`src/rtl/hint_pkg.sv`:
```
package hint_pkg;

    localparam int ADDR_W = 3;

    typedef enum logic [ADDR_W-1:0] {
        WIN_MASK = 3'd0,
        WIN_MSET = 3'd1,
        WIN_MCLR = 3'd2,
        WIN_PEEK = 3'd3,
        WIN_TAKE = 3'd4,
        WIN_ACK  = 3'd5,
        WIN_RSV6 = 3'd6,
        WIN_RSV7 = 3'd7
    } hint_win_e;

    typedef struct packed {
        logic mask_load;
        logic mask_set;
        logic mask_clr;
        logic stat_ack;
        logic stat_take;
    } hint_strobe_t;

endpackage

```
`src/rtl/hint_decode.sv`:
```
module hint_decode
    import hint_pkg::*;
(
    input  logic [ADDR_W-1:0] addr_i,
    input  logic              wr_en_i,
    input  logic              rd_en_i,
    output hint_strobe_t      strb_o,
    output hint_win_e         win_o
);
    hint_win_e win;

    always_comb begin
        win    = hint_win_e'(addr_i);
        strb_o = '0;
        unique case (win)
            WIN_MASK: strb_o.mask_load = wr_en_i;
            WIN_MSET: strb_o.mask_set  = wr_en_i;
            WIN_MCLR: strb_o.mask_clr  = wr_en_i;
            WIN_ACK:  strb_o.stat_ack  = wr_en_i;
            WIN_TAKE: strb_o.stat_take = rd_en_i;
            WIN_PEEK, WIN_RSV6, WIN_RSV7: strb_o = '0;
        endcase
    end

    assign win_o = win;
endmodule

```
`src/rtl/hint_mask_reg.sv`:
```
module hint_mask_reg #(
    parameter int              NUM_SRC  = 22,
    parameter logic [NUM_SRC-1:0] MASK_RST = NUM_SRC'(1)
) (
    input  logic               clk,
    input  logic               rst_n,
    input  logic               load_i,
    input  logic               set_i,
    input  logic               clr_i,
    input  logic [NUM_SRC-1:0] bits_i,
    output logic [NUM_SRC-1:0] mask_o
);
    logic [NUM_SRC-1:0] mask_q;
    logic [NUM_SRC-1:0] mask_d;

    always_comb begin
        mask_d = mask_q;
        if (load_i) begin
            mask_d = bits_i;
        end else if (set_i) begin
            mask_d = mask_q | bits_i;
        end else if (clr_i) begin
            mask_d = mask_q & ~bits_i;
        end
    end

    always_ff @(posedge clk or negedge rst_n) begin
        if (!rst_n) begin
            mask_q <= MASK_RST;
        end else begin
            mask_q <= mask_d;
        end
    end

    assign mask_o = mask_q;
endmodule

```
`src/rtl/hint_status_reg.sv`:
```
module hint_status_reg #(
    parameter int NUM_SRC = 22
) (
    input  logic               clk,
    input  logic               rst_n,
    input  logic [NUM_SRC-1:0] evt_i,
    input  logic               take_i,
    input  logic               ack_i,
    input  logic [NUM_SRC-1:0] ack_bits_i,
    output logic [NUM_SRC-1:0] stat_o
);
    logic [NUM_SRC-1:0] stat_q;
    logic [NUM_SRC-1:0] drop;

    always_comb begin
        drop = '0;
        if (take_i) begin
            drop = '1;
        end else if (ack_i) begin
            drop = ack_bits_i;
        end
    end

    // Per-bit update: a pulse on the same bit overrides any clear.
    for (genvar i = 0; i < NUM_SRC; i++) begin : g_bit
        always_ff @(posedge clk or negedge rst_n) begin
            if (!rst_n) begin
                stat_q[i] <= 1'b0;
            end else if (evt_i[i]) begin
                stat_q[i] <= 1'b1;
            end else if (drop[i]) begin
                stat_q[i] <= 1'b0;
            end
        end
    end

    assign stat_o = stat_q;
endmodule

```
`src/rtl/hint_irq_out.sv`:
```
module hint_irq_out #(
    parameter int NUM_SRC = 22
) (
    input  logic               clk,
    input  logic               rst_n,
    input  logic [NUM_SRC-1:0] stat_i,
    input  logic [NUM_SRC-1:0] mask_i,
    output logic               irq_o
);
    logic irq_q;

    always_ff @(posedge clk or negedge rst_n) begin
        if (!rst_n) begin
            irq_q <= 1'b0;
        end else begin
            irq_q <= |(stat_i & ~mask_i);
        end
    end

    assign irq_o = irq_q;
endmodule

```
`src/rtl/hint_ctrl.sv`:
```
module hint_ctrl
    import hint_pkg::*;
#(
    parameter int NUM_SRC = 22,
    parameter int DATA_W  = 32
) (
    input  logic                 clk,
    input  logic                 rst_n,
    input  logic [NUM_SRC-1:0]   evt_i,
    input  logic [ADDR_W-1:0]    addr_i,
    input  logic                 wr_en_i,
    input  logic [DATA_W-1:0]    wr_data_i,
    input  logic                 rd_en_i,
    output logic [DATA_W-1:0]    rd_data_o,
    output logic                 host_irq_o
);
    localparam int PAD_W = DATA_W - NUM_SRC;
    localparam logic [NUM_SRC-1:0] MASK_RST = NUM_SRC'(1);

    hint_strobe_t       strb;
    hint_win_e          win;
    logic [NUM_SRC-1:0] wbits;
    logic [NUM_SRC-1:0] mask_q;
    logic [NUM_SRC-1:0] stat_q;
    logic [NUM_SRC-1:0] rd_sel;
    logic [DATA_W-1:0]  rd_q;

    assign wbits = wr_data_i[NUM_SRC-1:0];

    hint_decode u_dec (
        .addr_i  (addr_i),
        .wr_en_i (wr_en_i),
        .rd_en_i (rd_en_i),
        .strb_o  (strb),
        .win_o   (win)
    );

    hint_mask_reg #(.NUM_SRC(NUM_SRC), .MASK_RST(MASK_RST)) u_mask (
        .clk    (clk),
        .rst_n  (rst_n),
        .load_i (strb.mask_load),
        .set_i  (strb.mask_set),
        .clr_i  (strb.mask_clr),
        .bits_i (wbits),
        .mask_o (mask_q)
    );

    hint_status_reg #(.NUM_SRC(NUM_SRC)) u_stat (
        .clk        (clk),
        .rst_n      (rst_n),
        .evt_i      (evt_i),
        .take_i     (strb.stat_take),
        .ack_i      (strb.stat_ack),
        .ack_bits_i (wbits),
        .stat_o     (stat_q)
    );

    hint_irq_out #(.NUM_SRC(NUM_SRC)) u_irq (
        .clk    (clk),
        .rst_n  (rst_n),
        .stat_i (stat_q),
        .mask_i (mask_q),
        .irq_o  (host_irq_o)
    );

    always_comb begin
        unique case (win)
            WIN_MASK:           rd_sel = mask_q;
            WIN_PEEK, WIN_TAKE: rd_sel = stat_q;
            WIN_MSET, WIN_MCLR, WIN_ACK,
            WIN_RSV6, WIN_RSV7: rd_sel = '0;
        endcase
    end

    generate
        if (PAD_W > 0) begin : g_pad
            always_ff @(posedge clk or negedge rst_n) begin
                if (!rst_n) begin
                    rd_q <= '0;
                end else begin
                    rd_q <= rd_en_i ? {{PAD_W{1'b0}}, rd_sel} : '0;
                end
            end
        end else begin : g_nopad
            always_ff @(posedge clk or negedge rst_n) begin
                if (!rst_n) begin
                    rd_q <= '0;
                end else begin
                    rd_q <= rd_en_i ? DATA_W'(rd_sel) : '0;
                end
            end
        end
    endgenerate

    assign rd_data_o = rd_q;
endmodule

```
`config.mk`:
```
export PLATFORM = sky130hd
export DESIGN_NAME = hint_ctrl
export DESIGN_NICKNAME = d
export VERILOG_FILES = /design/src/rtl/hint_pkg.sv /design/src/rtl/hint_decode.sv /design/src/rtl/hint_mask_reg.sv /design/src/rtl/hint_status_reg.sv /design/src/rtl/hint_irq_out.sv /design/src/rtl/hint_ctrl.sv
export SDC_FILE = /design/constraint.sdc
export NUM_CORES = 1
export LEC_CHECK = 0
export ABC_CLOCK_PERIOD_IN_PS = 900
export BUFFER_PORTS_ARGS = -buffer_cell sky130_fd_sc_hd__buf_2
export CAP_MARGIN = 40
export CORE_UTILIZATION = 35
export CTS_CLUSTER_SIZE = 20
export DETAILED_ROUTE_END_ITERATION = 6
export SYNTH_ARGS = -nofsm -noshare
export SYNTH_HDL_FRONTEND = slang
export SYNTH_SLANG_ARGS = --single-unit
```
`constraint.sdc`:
```
create_clock -name clk -period 0.9 [get_ports clk]
set_input_delay 0 -clock clk [delete_from_list [all_inputs] [get_ports clk]]
set_output_delay 0 -clock clk [all_outputs]
set_load 0.05 [all_outputs]
```
### Word level (Yosys, flattened, before mapping)

Cells that the tools add are included.

* output and inout port bits: 33
* register bits after elaboration: 67
* word-level logic and storage cells: 120
* input port bits: 61

* reduce and logical (&&, ||, !) cells: 27
* eq/ne operators: 7
* mux-type cells: 56
* bitwise gates (word level): 5

Operators by type and width (number)
* 22-bit two-way mux: 6
* 22-bit one-hot mux with 3 select lines: 1
* 1-bit two-way mux: 49
* 22-bit bitwise AND: 2
* 22-bit NOT: 2
* 2-bit nonzero test: 22
* 22-bit bitwise OR: 1
* 22-bit OR reduction: 1
* 3-bit equality test, second input constant: 4
* 3-bit by 2-bit equality test with 1-bit output, second input constant: 2
* 5-bit OR reduction: 1
* 3-bit by 1-bit equality test with 1-bit output, second input constant: 1
* 3-bit logical NOT: 1
* 3-bit nonzero test: 1
* 2-bit OR reduction: 1

### Longest topological paths before layout

Gate-level depths: netlist of the first run.

* depth after elaboration: 6
* depth in mapped cells: 5
* mapped depth without buffers: 4

### Cells and area by module

A second synthesis of the first run with hierarchy kept.

* cells, all modules: 299
* area total of the unflattened synthesis: 3330.7 µm²

Modules (own cells, without submodules)
* hint_ctrl: cells each 110, seq. area each 550.5 µm², instances 1, area each 1268.7 µm²
* hint_mask_reg: cells each 74, seq. area each 551.8 µm², instances 1, area each 909.6 µm²
* hint_status_reg: cells each 71, seq. area each 550.5 µm², instances 1, area each 862.1 µm²
* hint_irq_out: cells each 36, seq. area each 25.0 µm², instances 1, area each 203.9 µm²
* hint_decode: cells each 8, seq. area each 0.0 µm², instances 1, area each 86.3 µm²

### Worst setup path before layout of the first run

No wires, ideal clock.

* path kind: reg-to-reg
* from: reg with a tool-made name
* to: reg u_irq.irq_q, in the netlist u_irq.irq_o
* required time: 0.770 ns
* stages on the path, launching flop included: 4
* buffers on the path: 0
* slack: -0.041 ns
* arrival time: 0.810 ns
* path through: dfstp_2 > o22ai_1 > nor3_1 > nand3_1

RTL lines
* end signal: assignment: RTL line hint_irq_out.sv:16 `irq_q <= |(stat_i & ~mask_i);`
* end: declaration: RTL line hint_irq_out.sv:10 `logic irq_q;`

### Worst setup path in the final report of the first run

* from: reg u_stat.stat_q[15], in the netlist u_stat.stat_o[15]
* to: reg u_irq.irq_q, in the netlist u_irq.irq_o

* word-level cells in the longest chain between the ends: 2

RTL lines
* start: declaration: RTL line hint_status_reg.sv:12 `logic [NUM_SRC-1:0] stat_q;`
* start signal: indexed assignment: RTL line hint_status_reg.sv:28 `stat_q[i] <= 1'b0;`
* start signal: indexed assignment: RTL line hint_status_reg.sv:30 `stat_q[i] <= 1'b1;`
* start signal: indexed assignment: RTL line hint_status_reg.sv:32 `stat_q[i] <= 1'b0;`
* 22-bit bitwise AND: RTL line hint_irq_out.sv:16
* 22-bit OR reduction: RTL line hint_irq_out.sv:16

Every way passes these cells.
A chain may end at the register's enable or synchronous reset.

==> summary.md, run 1 <==
| Metric | Value |
|---|---|
| Status | finished with violations |
| Failing checks | setup timing |
| Final Skew | 0.0103 ns |
| Critical path class | reg -> reg |
| Commonest non-fill, non-tap cell in the layout | dfrtp_1 |
| Comb pwr share | 0.227 |
| Initial DRC Count | 227 |
| Vias | roughly 2,800 |
| Initial antenna violation count | 0 |
| GR Layer Usage met3 | 0.0371 |
| Yosys reg bits | 67 |
| Clock sink total | between 60 and 70 |
| Fmax | 0.948 GHz |
| Placed Cells incl. Taps | 484 |
| H-tree depth | 3 |
| Final Non-Filler Cells | 545 |
| Core ar. | between 8000 and 9000 um^2 |
| Clock buffer count from CTS | 9 |
| Max-capacitance violation count | 0 |
| Met1 GRT Util | 0.266 |
| Die height | 95.7 um |
| Die Span X | 95.7 um |
| N_diodes | 0 |
| Port bufs | 73 |
| Worst VDD drop | a little under 0.9 mV |
| Seq/Total Area, Yosys | 0.546 |
| First-pass GRT wire length | ~14,000 um |
| Largest cells by area after synthesis | dfrtp_1, a22oi_2, a22o_1, a31o_1, nor2b_1 |
| Largest net degree at the start of global routing | 68 |
| FP Rows | 33 |
| Util after Layout | 0.572 |
| Synth unique cells | 24 |
| Most frequent cells in the layout | dfrtp_1, buf_2, dlygate4sd3_1 |
| Setup crit end kind | register |
| Crit path time final | 1.05 ns |
| Cell Int Power | 6190 uW |
| Wire length per cell | 15.7 um |
| RSZ-0062 raised after global routing | yes |
| Post-Syn Area per Cell | 11.3 um^2 |
| Cell count after synthesis | 271 |
| Die footprint | 9160 um^2 |
| DR pass1 iterations | 4 |
| Setup ws final | -0.155 ns |
| Setup violators final | 2 |
| Post-DP HPWL | around 5300 um |
| Vias in the first global route | 2,782 |
| Met2 Resource Use GR | 0.335 |
| Reg power frac | 0.411 |
| Lkg Pwr | 0.00220 uW |
| Fillers | 716 |
| Period utilization | 1.17 |
| Ratio of total power to cell area | 1780 nW/um^2 |
| Worst skew pair latency | 0.35 ns |
| Worst-path clk slew | 0.08 ns |
| Busiest grt layer | met2 |
| Hold Fails Final Rpt | 0 |
| Number of nets in the layout | around 500 |
| Psw | roughly 2300 uW |
| Clock group share of total power | 0.361 |
| Vias per cell | 5.05 |
| Clock tree from TritonCTS | done |
| Drt total wl | between 8000 and 9000 um |
| Crit start category | register |
| Yosys top cell by area | dfrtp_1 |
| Residual DRC count | 0 |
| Cell Area, Synth | just over 3000 um^2 |
| ANT nets after route | 0 |
| CP Data Required Time | 1.12 ns |
| Layout cells sized above 1 | 0.377 |
| Routability Congestion | 0.764 |
| Gr ovfl total | 0 |
| Critical Path Fanout Max | 2 |
| Hold Crit Class | in -> reg |
| YS warnings | 0 |
| Max Buffers Root-to-Sink | 2 |
| # IOs | 94 |
| Area growth from synthesis to layout | 55.1% |
| Arrival time at the worst endpoint | 1.27 ns |
| Initial Utilization | 0.369 |
| Yosys top cell area share | 0.537 |
| GRT Total Usage | 0.202 |
| CTS Root Buffer Type | clkbuf_8 |
| Sw frac | 0.270 |
| Final Max Slew Viols | 0 |
-- power by group through the flow --
stage                     registers [uW]  logic (uW)  clock network, uW
after floorplan                     3760         674                  0
after detailed placement            3510        1680                  0
after global routing                3520        2070               3240
after global placement              3510        1660                  0
after CTS                           3480        1910               3120
final                               3490        1930               3060
-- metrics by stage --
| stage | power, uW | worst slack, ns | hold WS (ns) | area, um^2 | setup TNS [ns] |
|---|---|---|---|---|---|
| after floorplan | 4430 | 0.0104 | -0.296 | 3110 | 0 |
| after global placement | 5160 | -0.215 | 0.0534 | 3900 | -6.62 |
| after detailed placement | 5190 | -0.249 | 0.0499 | 3900 | -7.83 |
| after CTS | 8510 | -0.163 | 0.138 | 4750 | -0.203 |
| after global routing | 8830 | -0.227 | 0.152 | 4770 | -0.483 |
| final | 8480 | -0.155 | 0.144 | 4770 | -0.164 |
-- logic make-up after synthesis --
| group | synth area share |
|---|---|
| AOI/OAI and AO/OA | 0.270 |
| buffers and inverters | 0.0769 |
| DFF | 0.546 |
| other | 0.00122 |
| and+or+nand+nor | 0.106 |
-- cell type report --
cell class / count / area, um^2 / share of cell area
Multi-Input combinational cell: 170 / 1220 / 0.255
Clock inverter: 5 / 100 / 0.0210
Clock buffer: 11 / 141 / 0.0297
Inverter: 17 / 63.8 / 0.0134
Sequential cell: 67 / 1680 / 0.352
Timing Repair Buffer: 170 / 1440 / 0.301
Tap cell: 105 / 131 / 0.0276
-- what timing repair did --
action	in CTS	in global routing
setup buffers	0	0
endpoints found under the setup margin	25	21
resized for setup	47	5
hold endpoints to repair	111	0
gates cloned	0	0
hold buffers	45	0
-- layer usage --
layer / vias up / wire length (um)
met3: 7 / 582
met4: 0 / 96
li1: 1285 / -
met2: 100 / 4220
met1: 1361 / 3650
met5: - / 0
-- Yosys cell counts (all sizes together) --
master and n:
nor3 4, a22oi 22, a31o 22, a22o 23, and4 1, nand2b 7, nand2 22, inv 17
o21ai 22, nand3 2, dfrtp 66, o22ai 7, nor2 3, o2111ai 2, nor2b 23, buf 22
dfstp 1, clkbuf 4, conb 1
-- worst max-delay path: stages (launching register included) --
cell and delay, ns:
dfrtp_1 0.40, nand2b_1 0.10, o2111ai_2 0.14, nor3_2 0.18
nand3_1 0.11
-- final timing paths --
path,startpoint,endpoint,slack (ns),depth (start not counted)
min reg2reg,u_stat.stat_o[21],u_stat.stat_o[21],0.54,1
min in group asynchronous,rst_n,rd_data_o[6],0.18,3
max reg2reg,u_stat.stat_o[15],u_irq.irq_o,-0.15,4
min,rd_en_i,rd_data_o[8],0.14,3
max in group asynchronous,rst_n,async pin,0.37,3
max,u_stat.stat_o[15],u_irq.irq_o,-0.15,4
(Power assumes the default switching activity.)
==> run 2, diff against run 1 <==
--- a/config.mk
+++ b/config.mk
@@ -5,12 +5,13 @@
 export SDC_FILE = /design/constraint.sdc
 export NUM_CORES = 1
 export LEC_CHECK = 0
-export ABC_CLOCK_PERIOD_IN_PS = 900
+export ABC_AREA = 1
 export BUFFER_PORTS_ARGS = -buffer_cell sky130_fd_sc_hd__buf_2
 export CAP_MARGIN = 40
-export CORE_UTILIZATION = 35
+export CORE_UTILIZATION = 40
 export CTS_CLUSTER_SIZE = 20
 export DETAILED_ROUTE_END_ITERATION = 6
+export PLACE_DENSITY = 0.67
 export SYNTH_ARGS = -nofsm -noshare
 export SYNTH_HDL_FRONTEND = slang
 export SYNTH_SLANG_ARGS = --single-unit
==> summary.md, run 2 <==
| Metric | Value |
|---|---|
| Wire length per cell | 12.7 um (-19%) |
| Initial DRC Count | 160 (-30%) |
| Synth unique cells | 17 (-29%) |
| Drt total wl | 8760 um (+2.4%) |
| YS warnings | 0 (unchanged) |
| Max-capacitance violation count | 0 (unchanged) |
| Clock tree from TritonCTS | done |
| RSZ-0062 raised after global routing | yes |
| Ys async rst share | 1.00 (unchanged) |
| ANT nets after route | 0 (unchanged) |
| Clock sink total | 67 (unchanged) |
| Die Span X | 91.8 um (-4.1%) |
| Gr ovfl total | 0 (unchanged) |
| Top_reg_cell synth | dfrtp_1 |
| Crit path time final | 1.06 ns (+0.000960 ns) |
| Most common cell in the synthesized netlist | nand2_1 |
| Crit start category | register |
| Cell Area, Synth | 3230 um^2 (+4.9%) |
| Top cells by instance count after synthesis | nand2_1, dfrtp_1, inv_1 |
| Largest cells by area after synthesis | dfrtp_1, nand2_1, nand3_1, inv_1, buf_4 |
| Critical path class | reg -> reg |
| Slowest stage delay, CP | 0.54 ns (+0.14 ns) |
| Vias | 3,250 (+18%) |
| Most frequent cells in the layout | nand2_1, dfrtp_1, buf_4 |
| Cell Int Power | 5750 uW (-7.1%) |
| Worst skew pair latency | 0.34 ns (about the same) |
| Period utilization | 1.17 (about the same) |
| Initial antenna violation count | 0 (unchanged) |
| Setup ws final | -0.156 ns (-0.000960 ns) |
| Final Skew | 0.00585 ns (-0.00442 ns) |
| Number of nets in the layout | 646 (+30%) |
| Seq/Total Area, Yosys | 0.520 (-0.0256) |
| Crit-path leading delay family | flip-flops |
| Lkg Pwr | 0.00260 uW (+18%) |
| Cell count after synthesis | 420 (+55%) |
| Die footprint | 8430 um^2 (-8.0%) |
| Vias per cell | 4.70 (-6.9%) |
| Clock group share of total power | 0.326 (-0.035) |
| N_diodes | 0 (unchanged) |
| Post-Syn Area per Cell | 7.68 um^2 (-32%) |
| Setup violators final | 1 (-1) |
| Vias in the first global route | 3,185 (+14%) |
| Failing checks | setup timing |
| Setup crit end kind | register |
| Clock buffer count from CTS | 9 (unchanged) |
| Ratio of total power to cell area | 1660 nW/um^2 (-6.5%) |
| Placed instance area | 4060 um^2 (+4.1%) |
| Final Instance Area | 4870 um^2 (+2.2%) |
| Crit path cell chain | inv_2, nand2_2, nand2_2, nor2_2, nand2_1, nor2_1, nand2_1 |
| Initial Utilization | 0.415 (+0.0467) |
| Post-DP HPWL | 5780 um (+8.9%) |
| Psw | 2350 uW (+2.6%) |
| H-tree depth | 3 (unchanged) |
| Hold Crit Class | in -> reg |
| Largest net degree at the start of global routing | 29 (-57%) |
| Core ar. | 7770 um^2 (-6.9%) |
| Die height | 91.8 um (-4.1%) |
| Area growth from synthesis to layout | 51.0% |
| Residual DRC count | 0 (unchanged) |
| Critical Path Fanout Max | 2 (unchanged) |
| Worst-path clk slew | 0.06 ns (-0.02 ns) |
| Sw frac | 0.290 (+0.0199) |
| Commonest non-fill, non-tap cell in the layout | nand2_1 |
| Worst Hold Launch | wr_en_i |
| Worst VDD drop | 0.764 mV (-13%) |
| CP max stage cell | dfstp_2 |
| Layout cells sized above 1 | 0.260 (-0.118) |
| Routability Congestion | 0.788 (+3.1%) |
| Postcts setup bufs | 0 (unchanged) |
| Yosys top cell area share | 0.512 (-0.0252) |
| # IOs | 94 (unchanged) |
| Hold Fails Final Rpt | 0 (unchanged) |
| Yosys top cell by area | dfrtp_1 |
| First-pass GRT wire length | 14,600 um (+6.3%) |
| Reg power frac | 0.430 (+0.019) |
| CP bufs+invs | 1 (+1) |
| CP Data Required Time | 1.13 ns (about the same) |
| Arrival time at the worst endpoint | 1.28 ns (about the same) |
| Dpl ws | -0.113 ns (+0.137 ns) |
| Post-synth EDFFs | 0 (unchanged) |
| Comb pwr share | 0.244 (+0.017) |
| Final Max Slew Viols | 0 (unchanged) |
| DR pass1 iterations | 5 (+1) |
| Max Buffers Root-to-Sink | 2 (unchanged) |
| Port bufs | 73 (unchanged) |
| GRT Total Usage | 0.221 (+0.0183) |
| FP Rows | 32 (-3.0%) |
| CTS Root Buffer Type | clkbuf_8 |
| Yosys reg bits | 67 (unchanged) |
| Status | finished with violations |
| Fmax | 0.947 GHz (about the same) |
-- run 2: cell count changes after synthesis, sizes merged, moves of 22 or more --
cell	delta
nor2b	-23
nand2	+122
a21oi	+22
nor2	+29
a22oi	-22
inv	+36
a22o	-23
a31o	-22
nand3	+47
-- run 2: power by group through the flow --
stage	registers (uW)	logic, uW	clock network, uW
floorplan	3760	734	0
global placement	3500	1680	0
detailed placement	3520	1710	0
CTS	3470	1930	2680
global route	3520	2160	2790
finish	3480	1970	2640
-- run 2: kinds of logic (layout without fill, tap and decap cells) --
| family | after synthesis | after routing | synth area share |
|---|---|---|---|
| simple gates | 226 | 226 | 0.288 |
| buf+inv | 81 | 241 | 0.121 |
| flops | 67 | 67 | 0.520 |
| compound gates | 45 | 45 | 0.0698 |
| other cells | 1 | 10 | 0.00116 |
-- run 2: worst paths after layout --
kind                               endpoint  slack, ns  cells past startpoint
max in group asynchronous         async pin       0.34                      3
worst min-delay path               register       0.08                      6
worst max register to register  u_irq.irq_o      -0.16                      7
min in group asynchronous         async pin       0.11                      2
worst max-delay path            u_irq.irq_o      -0.16                      7
worst min register to register     register       0.53                      2
-- run 2: routing by layer --
layer	up-vias	global-route usage	share of wire
li1	1608	-	-
met1	1510	0.274	0.42
met2	119	0.389	0.51
met3	13	0.0249	0.055
met4	0	0.0951	0.015
met5	-	0	0
-- run 2: area by class of cell --
| class | instances | area [um^2] |
|---|---|---|
| Timing Repair Buffer | 173 | 1450 |
| Clock inverter | 1 | 30.0 |
| Tap cell | 102 | 128 |
| Clock buffer | 14 | 183 |
| Inverter | 53 | 199 |
| Multi-Input combinational cell | 281 | 1200 |
| Fill cell | 640 | 2900 |
| Sequential cell | 67 | 1680 |
-- run 2: through the flow --
| step | utilization | cells | total power (uW) | hold WS, ns | TNS [ns] |
|---|---|---|---|---|---|
| after floorplan | - | 429 | 4500 | -0.296 | -0.0791 |
| after global placement | 0.523 | 631 | 5180 | -0.0672 | -0.753 |
| after global routing | 0.627 | 691 | 8470 | 0.118 | -0.238 |
| after CTS | 0.619 | 691 | 8090 | 0.0597 | -0.144 |
| final | 0.627 | 691 | 8100 | 0.0782 | -0.156 |
| after detailed placement | 0.523 | 631 | 5230 | -0.0759 | -1.86 |
-- run 2: worst min-delay path: cells and delay by family --
family                 cells  cell delay, ns
buffers and inverters      1            0.12
and+or+nand+nor            5            0.29
-- run 2: what timing repair did --
action                                 CTS  global route
gates resized for setup                 30            18
hold buffers                            45             0
setup endpoints to repair               24            18
endpoints found under the hold margin  111             0
pin swaps                                0             4
